==> config.mk <==
export PLATFORM = sky130hd
export DESIGN_NAME = pia_dual_port
export DESIGN_NICKNAME = d
export VERILOG_FILES = /design/src/rtl/pia_pkg.sv /design/src/rtl/pia_port.sv /design/src/rtl/pia_counter.sv /design/src/rtl/pia_dual_port.sv
export SDC_FILE = /design/constraint.sdc
export NUM_CORES = 1
export LEC_CHECK = 0
export BUFFER_PORTS_ARGS = -buffer_cell sky130_fd_sc_hd__buf_2
export CAP_MARGIN = 30
export CORE_MARGIN = 3
export CORE_UTILIZATION = 50
export CTS_CLUSTER_SIZE = 14
export DETAILED_ROUTE_END_ITERATION = 10
export PLACE_DENSITY = 0.83
export SETUP_SLACK_MARGIN = 0.4
export SLEW_MARGIN = 10
export SYNTH_ARGS = -nofsm -noshare
export SYNTH_HDL_FRONTEND = slang
export SYNTH_HIERARCHICAL = 1
export SYNTH_SLANG_ARGS = --single-unit
==> constraint.sdc <==
create_clock -name clk -period 6.3 [get_ports clk]
set_input_delay 0.945 -clock clk [delete_from_list [all_inputs] [get_ports clk]]
set_output_delay 0.945 -clock clk [all_outputs]
set_load 0.02 [all_outputs]
==> src/rtl/pia_pkg.sv <==
package pia_pkg;
    localparam int unsigned BYTE_W = 8;
    localparam int unsigned SEL_W  = 4;

    localparam logic [SEL_W-1:0] RS_PB      = 4'd0;
    localparam logic [SEL_W-1:0] RS_PA      = 4'd1;
    localparam logic [SEL_W-1:0] RS_DIRB    = 4'd2;
    localparam logic [SEL_W-1:0] RS_DIRA    = 4'd3;
    localparam logic [SEL_W-1:0] RS_C1_LO   = 4'd4;
    localparam logic [SEL_W-1:0] RS_C1_HI   = 4'd5;
    localparam logic [SEL_W-1:0] RS_C1_LLO  = 4'd6;
    localparam logic [SEL_W-1:0] RS_C1_LHI  = 4'd7;
    localparam logic [SEL_W-1:0] RS_C2_LO   = 4'd8;
    localparam logic [SEL_W-1:0] RS_C2_HI   = 4'd9;
    localparam logic [SEL_W-1:0] RS_PA_ALT  = 4'd15;

    // Counter read selector: bit 1 picks latch vs counter, bit 0 picks high byte
    typedef enum logic [1:0] {
        CSEL_CNT_LO = 2'b00,
        CSEL_CNT_HI = 2'b01,
        CSEL_LAT_LO = 2'b10,
        CSEL_LAT_HI = 2'b11
    } csel_e;
endpackage

==> src/rtl/pia_port.sv <==
module pia_port #(
    parameter int unsigned W = 8
) (
    input  logic         clk,
    input  logic         rst_n,
    input  logic         wr_out,
    input  logic         wr_dir,
    input  logic [W-1:0] wdata,
    input  logic [W-1:0] pin_i,
    output logic [W-1:0] out_o,
    output logic [W-1:0] oe_o,
    output logic [W-1:0] rd_o
);
    typedef struct packed {
        logic [W-1:0] outr;
        logic [W-1:0] dir;
    } port_st_t;

    port_st_t st_d, st_q;

    always_comb begin
        st_d = st_q;
        if (wr_out) st_d.outr = wdata;
        if (wr_dir) st_d.dir  = wdata;
    end

    always_ff @(posedge clk) begin
        if (!rst_n) st_q <= '0;
        else        st_q <= st_d;
    end

    assign out_o = st_q.outr;
    assign oe_o  = st_q.dir;

    // per-bit mix: driven bits echo the register, others the pin
    always_comb begin
        for (int i = 0; i < int'(W); i++) begin
            rd_o[i] = st_q.dir[i] ? st_q.outr[i] : pin_i[i];
        end
    end

    AST_PORT_HOLD: assert property (@(posedge clk) disable iff (!rst_n)
        !wr_out |=> $stable(out_o)) else $error("port output changed without write");
    AST_PORT_MIX: assert property (@(posedge clk) disable iff (!rst_n)
        (((rd_o ^ out_o) & oe_o) == '0) && (((rd_o ^ pin_i) & ~oe_o) == '0))
        else $error("port read mix wrong");
endmodule

==> src/rtl/pia_counter.sv <==
module pia_counter #(
    parameter int unsigned W        = 8,
    parameter bit          HAS_HLAT = 1'b1
) (
    input  logic         clk,
    input  logic         rst_n,
    input  logic         wr_llo,
    input  logic         wr_lhi,
    input  logic         wr_load,
    input  logic [W-1:0] wdata,
    input  pia_pkg::csel_e rd_sel,
    output logic [W-1:0] rd_o
);
    import pia_pkg::*;
    localparam int unsigned CW = 2 * W;

    typedef struct packed {
        logic [W-1:0]  llo;
        logic [W-1:0]  lhi;
        logic [CW-1:0] cnt;
    } cnt_st_t;

    cnt_st_t st_d, st_q;

    always_comb begin
        st_d = st_q;
        if (wr_llo) st_d.llo = wdata;
        if (HAS_HLAT && (wr_lhi || wr_load)) st_d.lhi = wdata;
        if (wr_load) st_d.cnt = {wdata, st_q.llo};
        else         st_d.cnt = st_q.cnt - CW'(1);
    end

    always_ff @(posedge clk) begin
        if (!rst_n) st_q <= '0;
        else        st_q <= st_d;
    end

    always_comb begin
        unique case (rd_sel)
            CSEL_CNT_LO: rd_o = st_q.cnt[W-1:0];
            CSEL_CNT_HI: rd_o = st_q.cnt[CW-1:W];
            CSEL_LAT_LO: rd_o = st_q.llo;
            CSEL_LAT_HI: rd_o = st_q.lhi;
            default:     rd_o = '0;
        endcase
    end

    AST_CNT_STEP: assert property (@(posedge clk) disable iff (!rst_n)
        !wr_load |=> st_q.cnt == CW'($past(st_q.cnt) - CW'(1)))
        else $error("counter did not step down");
    AST_HLAT_KEEP_CNT: assert property (@(posedge clk) disable iff (!rst_n)
        wr_lhi |=> st_q.cnt[CW-1:W] == CW'($past(st_q.cnt) - CW'(1)) >> W)
        else $error("high latch write disturbed counter");
endmodule

==> src/rtl/pia_dual_port.sv <==
module pia_dual_port #(
    parameter int unsigned W = 8
) (
    input  logic         clk,
    input  logic         rst_n,
    input  logic         sel,
    input  logic         rd_nwr,
    input  logic [3:0]   rs,
    input  logic [W-1:0] wdata,
    output logic [W-1:0] rdata,
    input  logic [W-1:0] pa_in,
    output logic [W-1:0] pa_out,
    output logic [W-1:0] pa_oe,
    input  logic [W-1:0] pb_in,
    output logic [W-1:0] pb_out,
    output logic [W-1:0] pb_oe
);
    import pia_pkg::*;

    logic         wr, rd;
    logic         wr_pa_out, wr_pb_out, wr_pa_dir, wr_pb_dir;
    logic         c1_llo, c1_lhi, c1_load, c2_llo, c2_load;
    logic [W-1:0] pa_rd, pb_rd, c1_rd, c2_rd;
    logic [W-1:0] rdata_d;
    csel_e        c1_sel, c2_sel;

    assign wr = sel && !rd_nwr;
    assign rd = sel &&  rd_nwr;

    always_comb begin
        wr_pb_out = wr && (rs == RS_PB);
        wr_pa_out = wr && ((rs == RS_PA) || (rs == RS_PA_ALT));
        wr_pb_dir = wr && (rs == RS_DIRB);
        wr_pa_dir = wr && (rs == RS_DIRA);
        c1_llo    = wr && ((rs == RS_C1_LO) || (rs == RS_C1_LLO));
        c1_lhi    = wr && (rs == RS_C1_LHI);
        c1_load   = wr && (rs == RS_C1_HI);
        c2_llo    = wr && (rs == RS_C2_LO);
        c2_load   = wr && (rs == RS_C2_HI);
    end

    pia_port #(.W(W)) port_a_i (
        .clk(clk), .rst_n(rst_n), .wr_out(wr_pa_out), .wr_dir(wr_pa_dir),
        .wdata(wdata), .pin_i(pa_in), .out_o(pa_out), .oe_o(pa_oe), .rd_o(pa_rd)
    );

    pia_port #(.W(W)) port_b_i (
        .clk(clk), .rst_n(rst_n), .wr_out(wr_pb_out), .wr_dir(wr_pb_dir),
        .wdata(wdata), .pin_i(pb_in), .out_o(pb_out), .oe_o(pb_oe), .rd_o(pb_rd)
    );

    always_comb begin
        unique case (rs)
            RS_C1_HI:  c1_sel = CSEL_CNT_HI;
            RS_C1_LLO: c1_sel = CSEL_LAT_LO;
            RS_C1_LHI: c1_sel = CSEL_LAT_HI;
            default:   c1_sel = CSEL_CNT_LO;
        endcase
        c2_sel = (rs == RS_C2_HI) ? CSEL_CNT_HI : CSEL_CNT_LO;
    end

    pia_counter #(.W(W), .HAS_HLAT(1'b1)) cnt1_i (
        .clk(clk), .rst_n(rst_n), .wr_llo(c1_llo), .wr_lhi(c1_lhi),
        .wr_load(c1_load), .wdata(wdata), .rd_sel(c1_sel), .rd_o(c1_rd)
    );

    pia_counter #(.W(W), .HAS_HLAT(1'b0)) cnt2_i (
        .clk(clk), .rst_n(rst_n), .wr_llo(c2_llo), .wr_lhi(1'b0),
        .wr_load(c2_load), .wdata(wdata), .rd_sel(c2_sel), .rd_o(c2_rd)
    );

    always_comb begin
        rdata_d = '0;
        unique case (rs)
            RS_PB:                    rdata_d = pb_rd;
            RS_PA, RS_PA_ALT:         rdata_d = pa_rd;
            RS_DIRB:                  rdata_d = pb_oe;
            RS_DIRA:                  rdata_d = pa_oe;
            RS_C1_LO, RS_C1_HI,
            RS_C1_LLO, RS_C1_LHI:     rdata_d = c1_rd;
            RS_C2_LO, RS_C2_HI:       rdata_d = c2_rd;
            default:                  rdata_d = '0;
        endcase
    end

    assign rdata = rd ? rdata_d : '0;

    AST_IDLE_QUIET: assert property (@(posedge clk) disable iff (!rst_n)
        !rd |-> rdata == '0) else $error("read data not idle");
    AST_SPARE_ZERO: assert property (@(posedge clk) disable iff (!rst_n)
        (rd && rs >= 4'd10 && rs <= 4'd14) |-> rdata == '0)
        else $error("placeholder read non-zero");
    AST_SPARE_NOWRITE: assert property (@(posedge clk) disable iff (!rst_n)
        (wr && rs >= 4'd10 && rs <= 4'd14) |=> ($stable(pa_out) && $stable(pb_out)
            && $stable(pa_oe) && $stable(pb_oe)))
        else $error("placeholder write changed a port");
    AST_ALIAS_DIR: assert property (@(posedge clk) disable iff (!rst_n)
        (wr && rs == RS_PA_ALT) |=> (pa_out == $past(wdata)))
        else $error("alias write missed port A");
endmodule

==> flow_metrics.env <==
export IMPL_layout_cells_non_filler=732
export IMPL_ys_ff_latch=88
export IMPL_htreeDepth=3
export IMPL_synth_cell_types=52
export IMPL_io_pins=72
export IMPL_synth_top_area_share=0.3527
export IMPL_core_area_mm2=0.009459
export IMPL_cp_required_ns=5.35
export IMPL_dr_pass1_iters=5
export IMPL_root_buffer="clkbuf_8"
export IMPL_yosysMostFrequentCell="dfxtp_1"
export IMPL_synthesis_nets=581
export IMPL_wl_per_cell_um=18.98
export IMPL_syn_area_mm2=0.004995
export IMPL_clk_path_buf_depth=2
export IMPL_critical_path_class="input port to primary output"
export IMPL_path_clk_slew_ns=0.09
export IMPL_cts_num_sinks=88
export IMPL_grt_pass1_vias=4309
export IMPL_cts_buffers=9
export IMPL_power_per_cell_area_mw_per_mm2=275.8
export IMPL_nNetsFinal=632
export IMPL_period_needed_ns=4.334
export IMPL_synth_top_flop_cell="dfxtp_1"
export IMPL_skew_ns=0.007194
export IMPL_finalSetupTns_ns=0
export IMPL_seq_area_frac_synth=0.3527
export IMPL_hp_class="register to register"
export IMPL_final_area_mm2=0.005572
export IMPL_synth_commonest_cells="dfxtp_1, mux2i_1, nor2b_1"
export IMPL_yosysTopAreaCell="dfxtp_1"
export IMPL_worst_slew_pin_slew_ns=0.9153
export IMPL_worstPathMaxFanout=31
export IMPL_antenna_found_initial=0
export IMPL_port_buffer_count=71
export IMPL_cts_tree="built"
export IMPL_antenna_cells=0
export IMPL_fmax_ghz=0.2308
export IMPL_area_delta_synth_final_pct=11.55
export IMPL_start_util=0.5280
export IMPL_leakage_nw=1.996
export IMPL_drv_slew=0
export IMPL_r2r_setup_slack_ns=4.12
export IMPL_hold_viol_final=0
export IMPL_startpoint_type="input port"
export IMPL_die_area_mm2=0.01122
export IMPL_vias=4496
export IMPL_ir_drop_uv=129.3
export IMPL_avgViaCountPerCell=6.142
export IMPL_postCtsHoldBufs=0
export IMPL_track_usage=0.2492
export IMPL_synth_warnings=6
export IMPL_place_hpwl_um=9761
export IMPL_synth_edff_count=0
export IMPL_setup_violations=0
export IMPL_yosys_top_cells_area="dfxtp_1, mux2i_1, nor2b_1, o21ai_0, mux2_2"
export IMPL_gr_total_overflow=0
export IMPL_wirelength_um=13900
export IMPL_place_area_mm2=0.005341
export IMPL_drc=0
export IMPL_postRouteAntennaNets=0
export IMPL_max_stage_delay_ns=0.46
export IMPL_place_congestion=0.9525
export IMPL_post_place_cells=715
export IMPL_num_rows=35
export IMPL_period_share=0.6879
export IMPL_drt_iter0_drc=291
export IMPL_die_h_um=105.9
export IMPL_clock_latency_ns=0.36
export IMPL_grt_max_degree=89
export IMPL_post_cts_setup_buffers=0
export IMPL_syn_area_per_cell_um2=9.131
export IMPL_cap_viol_max_count=0
export IMPL_cp_cell_sequence="buf_2 -> nand2b_1 -> nor2_1 -> nor2b_1 -> nand2_1 -> o21ai_0 -> nand2_1 -> o21ai_0 -> a32oi_1 -> a21oi_1 -> buf_2"
export IMPL_rsz0062_at_grt="no"
export IMPL_critPathCaptureType="primary output"
export IMPL_grt_pass1_wl_um=22200
export IMPL_post_cts_resized=0
export IMPL_synthArstFlopShare=0
export IMPL_drive_above_1_share=0.2189
export IMPL_maxSlewHeadroom=0.3875
export IMPL_die_width_um=105.9
export IMPL_cp_slowest_cell="nor2b_1"
export IMPL_worstPathArrival_ns=3.39
export IMPL_syn_inst=547
export IMPL_status="completed"
==> logic make-up after synthesis <==
kind of cell | Yosys count | synth area share
other | 1 | 0.0007508
xor gates and xnor gates | 20 | 0.03507
DFF | 88 | 0.3527
and+or+nand+nor | 179 | 0.2057
adders and majority gates | 2 | 0.005009
buffers and inverters | 47 | 0.05035
muxes | 84 | 0.1941
AOI/OAI and AO/OA | 126 | 0.1563
==> cell usage in the layout, fill, tap and decap left out, drive strengths merged, types with 10 or more instances in the layout <==
cell,Yosys,final
mux2,20,20
nand2,39,39
nor2,16,16
clkbuf,18,10
xnor2,12,12
nor2b,53,53
nand3,11,11
mux2i,56,56
o21ai,52,52
buf,19,76
dfxtp,88,88
and2,10,10
a21oi,29,29
inv,10,13
==> layer usage <==
| layer | vias to the layer above | routed length, µm | share of wire | global-route usage |
|---|---|---|---|---|
| li1 | 2069 | - | - | - |
| met1 | 2156 | 5748 | 0.41 | 0.3249 |
| met2 | 221 | 6486 | 0.47 | 0.3971 |
| met3 | 50 | 1072 | 0.077 | 0.04918 |
| met4 | 0 | 587 | 0.042 | 0.1184 |
| met5 | - | 0 | 0 | 0 |
==> worst paths after layout <==
path                   start  depth (start not counted)               to
max                    rs[0]                         11         rdata[1]
min          cnt1_i/st_q[16]                          2  cnt1_i/st_q[16]
max reg2reg   cnt2_i/st_q[0]                          4  cnt2_i/st_q[13]
min reg2reg  cnt1_i/st_q[16]                          2  cnt1_i/st_q[16]
==> critical path: cells and delay by family <==
family | cells | cell delay [ns]
AND/OR/NAND/NOR | 5 | 1.21
buffers and inverters | 2 | 0.65
AO/OA/AOI/OAI | 4 | 0.56
==> layout make-up <==
cell class / instances / area [µm²]
fillers: 852 / 3887
flip-flops and latches: 88 / 1762
well taps: 129 / 161.4
clock inverters: 7 / 101.3
multi-input cells: 412 / 2988
inverters: 10 / 37.54
repair buffers: 77 / 397.9
clock buffers: 9 / 123.9
==> sequential cells by signal, summed over array words and instances, names as in the netlist <==
name and count:
cnt1_i/st_q 32, cnt2_i/st_q 24, port_a_i/oe_o 8, port_a_i/out_o 8, port_b_i/oe_o 8, port_b_i/out_o 8
==> per-stage QoR <==
step	util	hold slack (ns)	power [mW]	setup slack, ns
global placement	0.5639	0.4541	1.071	2.242
CTS	0.5885	0.4848	1.537	2.021
finish	0.5890	0.4842	1.536	1.966
global route	0.5890	0.5054	1.615	1.807
detailed placement	0.5647	0.4707	1.092	2.031
floorplan	-	0.4364	0.9910	2.426
==> report_power, final <==
group          internal [mW]  switching (mW)
Combinational          0.191           0.195
Sequential             0.616          0.0884
Clock                  0.228           0.218
Total                   1.03           0.502
(Power assumes the default switching activity.)
